**src/rtl/burst_seq_pkg.sv**
```systemverilog
package burst_seq_pkg;

  // Operation the sequencer performs in one clock
  typedef enum logic [1:0] {
    SEQ_HOLD = 2'd0,
    SEQ_LOAD = 2'd1,
    SEQ_STEP = 2'd2,
    SEQ_STOP = 2'd3
  } seq_op_e;

  function automatic seq_op_e seq_decode(input logic en, input logic adv,
                                         input logic sel, input logic act);
    seq_op_e op;
    if (!en)       op = SEQ_HOLD;
    else if (!adv) op = sel ? SEQ_LOAD : SEQ_STOP;
    else if (act)  op = SEQ_STEP;
    else           op = SEQ_HOLD;
    return op;
  endfunction

endpackage

```
**src/rtl/burst_ctrl.sv**
```systemverilog
module burst_ctrl
  import burst_seq_pkg::*;
#(
  parameter int BEAT_W = 2
) (
  input  logic              clk,
  input  logic              rst,
  input  seq_op_e           op,
  input  logic [BEAT_W-1:0] start_in,
  output logic              active,
  output logic [BEAT_W-1:0] start_val,
  output logic [BEAT_W-1:0] beat_nxt
);

  logic [BEAT_W-1:0] beat_q;

  always_ff @(posedge clk) begin
    if (rst) begin
      active    <= 1'b0;
      start_val <= '0;
      beat_q    <= '0;
    end else begin
      case (op)
        SEQ_LOAD: begin
          active    <= 1'b1;
          start_val <= start_in;
          beat_q    <= '0;
        end
        SEQ_STEP: beat_q <= beat_nxt;
        SEQ_STOP: active <= 1'b0;
        default: ;
      endcase
    end
  end

  // The counter is BEAT_W bits wide, so it wraps within the group
  assign beat_nxt = beat_q + 1'b1;

endmodule

```
**src/rtl/burst_order.sv**
```systemverilog
module burst_order #(
  parameter int BEAT_W = 2
) (
  input  logic [BEAT_W-1:0] start_val,
  input  logic [BEAT_W-1:0] beat,
  input  logic              interleave,
  output logic [BEAT_W-1:0] idx
);

  logic [BEAT_W-1:0] lin_idx;
  logic [BEAT_W-1:0] ilv_idx;

  always_comb begin
    lin_idx = start_val + beat;
    ilv_idx = start_val ^ beat;
    idx     = interleave ? ilv_idx : lin_idx;
  end

endmodule

```
**src/rtl/burst_addr_seq.sv**
```systemverilog
module burst_addr_seq
  import burst_seq_pkg::*;
#(
  parameter int ADDR_W = 20,
  parameter int BEAT_W = 2
) (
  input  logic              clk,
  input  logic              rst,
  input  logic              clk_en,
  input  logic              adv,
  input  logic              sel_ok,
  input  logic              interleave,
  input  logic [ADDR_W-1:0] addr_in,
  output logic [ADDR_W-1:0] word_addr,
  output logic              burst_act
);

  localparam int UPPER_W = ADDR_W - BEAT_W;

  seq_op_e            op;
  logic [BEAT_W-1:0]  start_val;
  logic [BEAT_W-1:0]  beat_nxt;
  logic [BEAT_W-1:0]  next_idx;
  logic [UPPER_W-1:0] upper_q;
  logic [BEAT_W-1:0]  low_q;

  assign op = seq_decode(clk_en, adv, sel_ok, burst_act);

  burst_ctrl #(.BEAT_W(BEAT_W)) u_ctrl (
    .clk       (clk),
    .rst       (rst),
    .op        (op),
    .start_in  (addr_in[BEAT_W-1:0]),
    .active    (burst_act),
    .start_val (start_val),
    .beat_nxt  (beat_nxt)
  );

  burst_order #(.BEAT_W(BEAT_W)) u_order (
    .start_val  (start_val),
    .beat       (beat_nxt),
    .interleave (interleave),
    .idx        (next_idx)
  );

  always_ff @(posedge clk) begin
    if (rst) begin
      upper_q <= '0;
      low_q   <= '0;
    end else begin
      case (op)
        SEQ_LOAD: begin
          upper_q <= addr_in[ADDR_W-1:BEAT_W];
          low_q   <= addr_in[BEAT_W-1:0];
        end
        SEQ_STEP: low_q <= next_idx;
        default: ;
      endcase
    end
  end

  assign word_addr = {upper_q, low_q};

endmodule

```
**config.mk**
```make
export PLATFORM = sky130hd
export DESIGN_NAME = burst_addr_seq
export DESIGN_NICKNAME = d
export VERILOG_FILES = /design/src/rtl/burst_seq_pkg.sv /design/src/rtl/burst_ctrl.sv /design/src/rtl/burst_order.sv /design/src/rtl/burst_addr_seq.sv
export SDC_FILE = /design/constraint.sdc
export NUM_CORES = 1
export LEC_CHECK = 0
export CAP_MARGIN = 20
export CORE_ASPECT_RATIO = 1.25
export CORE_MARGIN = 4
export CORE_UTILIZATION = 25
export CTS_CLUSTER_DIAMETER = 100
export DETAILED_ROUTE_END_ITERATION = 16
export HOLD_SLACK_MARGIN = 0.1
export SLEW_MARGIN = 20
export SYNTH_ARGS = -nofsm -noshare
export SYNTH_HDL_FRONTEND = slang
export SYNTH_SLANG_ARGS = --single-unit
```
**constraint.sdc**
```tcl
create_clock -name clk -period 2.1 [get_ports clk]
set_clock_uncertainty 0.15 [all_clocks]
set_input_delay 0.42 -clock clk [delete_from_list [all_inputs] [get_ports clk]]
set_output_delay 0.42 -clock clk [all_outputs]
set_load 0.02 [all_outputs]
```
==> impl_metrics.py <==
metrics = {
    "yosys": {
        "synth_top_cells_by_area": "dfxtp_1, mux2i_1, nor2_1",
        "synth_area_leader_cell": "dfxtp_1",
        "synth_common_cells": "dfxtp_1, nor2_1, mux2i_1",
        "avgSynthCellArea_um2": 10.1,
        "synth.most_common_cell": "dfxtp_1",
        "yosys.area.top_type_share_pct": 47.6,
        "synth_edf_count": 0,
        "synth_ff_type": "dfxtp_1",
        "seq_area_frac_synth_pct": 47.6,
        "synth-async-reset-ratio_pct": 0,
        "syn_nets": 135,
        "ys_types": 21,
        "yosysWarnings": 0,
        "synth-seq-cells": 25,
        "synthesis.area_mm2": 0.00105,
        "syn_inst": 104,
    },
    "global_route": {
        "grt_pass1_wl_um": 4140,
        "gr-total-overflow": 0,
        "grt_usage_pct": 10.2,
        "grt_pass1_vias": 867,
        "grt_max_degree": 16,
        "antenna_found_initial": 0,
    },
    "die": {
        "initial_utilization_pct": 25.8,
        "num_io_pins": 47,
        "dieWidth_um": 66.0,
        "die-height_um": 80.5,
        "fp-row-count": 26,
        "placeableCoreArea_mm2": 0.00407,
        "die_area_mm2": 0.00531,
    },
    "routing": {
        "wl_per_cell_um": 11.9,
        "dr_total_vias": 880,
        "via_per_inst": 4.17,
        "route.detailed.drc": 0,
        "antenna_left": 0,
        "routed_wl_um": 2520,
        "drt_pass1_iterations": 4,
        "drtIter0Drc": 13,
    },
    "pwr": {
        "power.ir.vdd_worst_uv": 203,
        "p_per_area_mw_per_mm2": 606,
        "leakage_nw": 0.640,
    },
    "worst_setup_path": {
        "critPathKind": "primary input to flip-flop",
        "required_ns": 2.11,
        "worst_setup_path_start_kind": "primary input",
        "worstPathMaxFanout": 7,
        "worst_setup_path_end_kind": "flip-flop",
        "cp.arrival_ns": 2.01,
    },
    "layout": {
        "area_growth_pct": 57.3,
        "final_net_count": 187,
        "diodes": 0,
        "drive_above_1_share_pct": 8.39,
        "nFillCells": 414,
        "postLayoutCellArea_mm2": 0.00165,
    },
    "placed_design": {
        "gp_congestion": 0.761,
        "detailed_place_hpwl_um": 1990,
        "dpl_cell_area_mm2": 0.00161,
        "portBuffers": 46,
    },
    "clock_network": {
        "clk_pin_slew_ns": 0.08,
        "ctsRootBufferMaster": "clkbuf_8",
        "cts_tree": "built",
        "clk_latency_ns": 0.26,
        "post_cts_resize_count": 0,
        "htreeDepth": 1,
        "numCtsBuffers": 3,
        "postCtsSetupBuffers": 0,
        "cts_buffer_depth": 2,
        "cts_hold_buffers": 0,
        "cts.sink_count": 25,
    },
    "outcome": {
        "outcome": "finished, final reports clean",
    },
    "timing": {
        "rsz0062_at_grt": "no",
        "fin_crit_ns": 2.00,
        "timing.final.hold_violations": 0,
        "fmax_mhz": 499,
        "slew_headroom_pct": 80.8,
        "drv_slew": 0,
        "setup_viol": 0,
        "setup_tns_ns": 0,
        "worst_slew_pin_slew_ns": 0.288,
        "timing.final.crit_share_pct": 95.3,
    },
    "job": {
        "max_cap_viol_count": 0,
    },
    "worst_hold_path": {
        "holdCritPathClass": "flip-flop to flip-flop",
    },
}
cells in the final DEF, fill, tap and decap left out, types with 2 or more instances in the layout:
cell type	Yosys	layout
clkdlybuf4s50_1	0	46
inv_1	3	3
nand2_1	3	3
o21ai_0	2	2
dfxtp_1	25	25
nor2_1	24	24
ha_1	5	5
mux2i_1	21	21
a21oi_1	2	2
buf_4	0	7
clkbuf_8	0	3
a211oi_1	2	2
nor2b_1	2	2
registers in the layout (all words and copies together), names as in the netlist:
| name | flops |
|---|---|
| low_q | 2 |
| u_ctrl.start_val | 2 |
| upper_q | 18 |
| u_ctrl.active | 1 |
| u_ctrl.beat_q | 2 |
area by class of cell:
cell class,instances,area (µm²),share of cell area [%]
clock buffer,4,45.0,2.73
sequential,25,500,30.3
inverter,3,11.3,0.681
timing repair buffer,53,513,31.0
multi-input combinational,70,513,31.0
tap,56,70.1,4.24
cells by family after synthesis:
logic type | after synthesis | synth area share (%)
AOI/OAI and AO/OA | 8 | 5.12
xor gates and xnor gates | 2 | 2.98
adders and majority gates | 5 | 5.95
buffers and inverters | 9 | 3.57
DFF | 25 | 47.6
muxes | 21 | 20.0
and+or+nand+nor | 34 | 14.8
routing by layer:
metal	GRT usage [%]	up-vias	routed length (µm)
met1	11.9	402	1030
met2	17.5	26	1320
met4	4.88	0	46
met3	1.96	5	117
met5	0	-	0
li1	-	447	-
through the flow:
step / cells / total power (W) / util (%) / setup slack [ns] / hold WS, ns
after global routing: 211 / 0.00106 / 40.6 / 0.0164 / 0.377
after global placement: 207 / 0.000735 / 39.5 / -0.119 / 0.325
final: 211 / 0.00100 / 40.6 / 0.0978 / 0.341
after CTS: 211 / 0.00101 / 40.6 / 0.105 / 0.349
after floorplan: 104 / 0.000623 / - / 0.307 / 0.317
after detailed placement: 207 / 0.000740 / 39.5 / -0.162 / 0.336
power breakdown:
| part | switching, W | total [W] | internal (W) |
|---|---|---|---|
| Sequential | 0.0000131 | 0.000511 | 0.000498 |
| Combinational | 0.0000932 | 0.000216 | 0.000123 |
| Clock | 0.000139 | 0.000274 | 0.000135 |
| Total | 0.000245 | 0.00100 | 0.000756 |
path summary, 6_finish.rpt:
path / from / to / slack (ns) / cells past startpoint
hold reg to reg: low_q[0] / low_q[0] / 0.34 / 2
setup / recovery: adv / u_ctrl.beat_q[0] / 0.1 / 7
hold / removal: low_q[0] / low_q[0] / 0.34 / 2
setup reg to reg: u_ctrl.active / u_ctrl.beat_q[0] / 0.41 / 7
critical path, stage by stage:
cell             delay (ns)
clkdlybuf4s50_1        0.44
o21ai_0                0.22
and2_1                 0.21
ha_1                   0.31
and3b_2                0.23
a21oi_1                0.12
nor2_1                 0.05
Power figures use the tool's default switching activity.
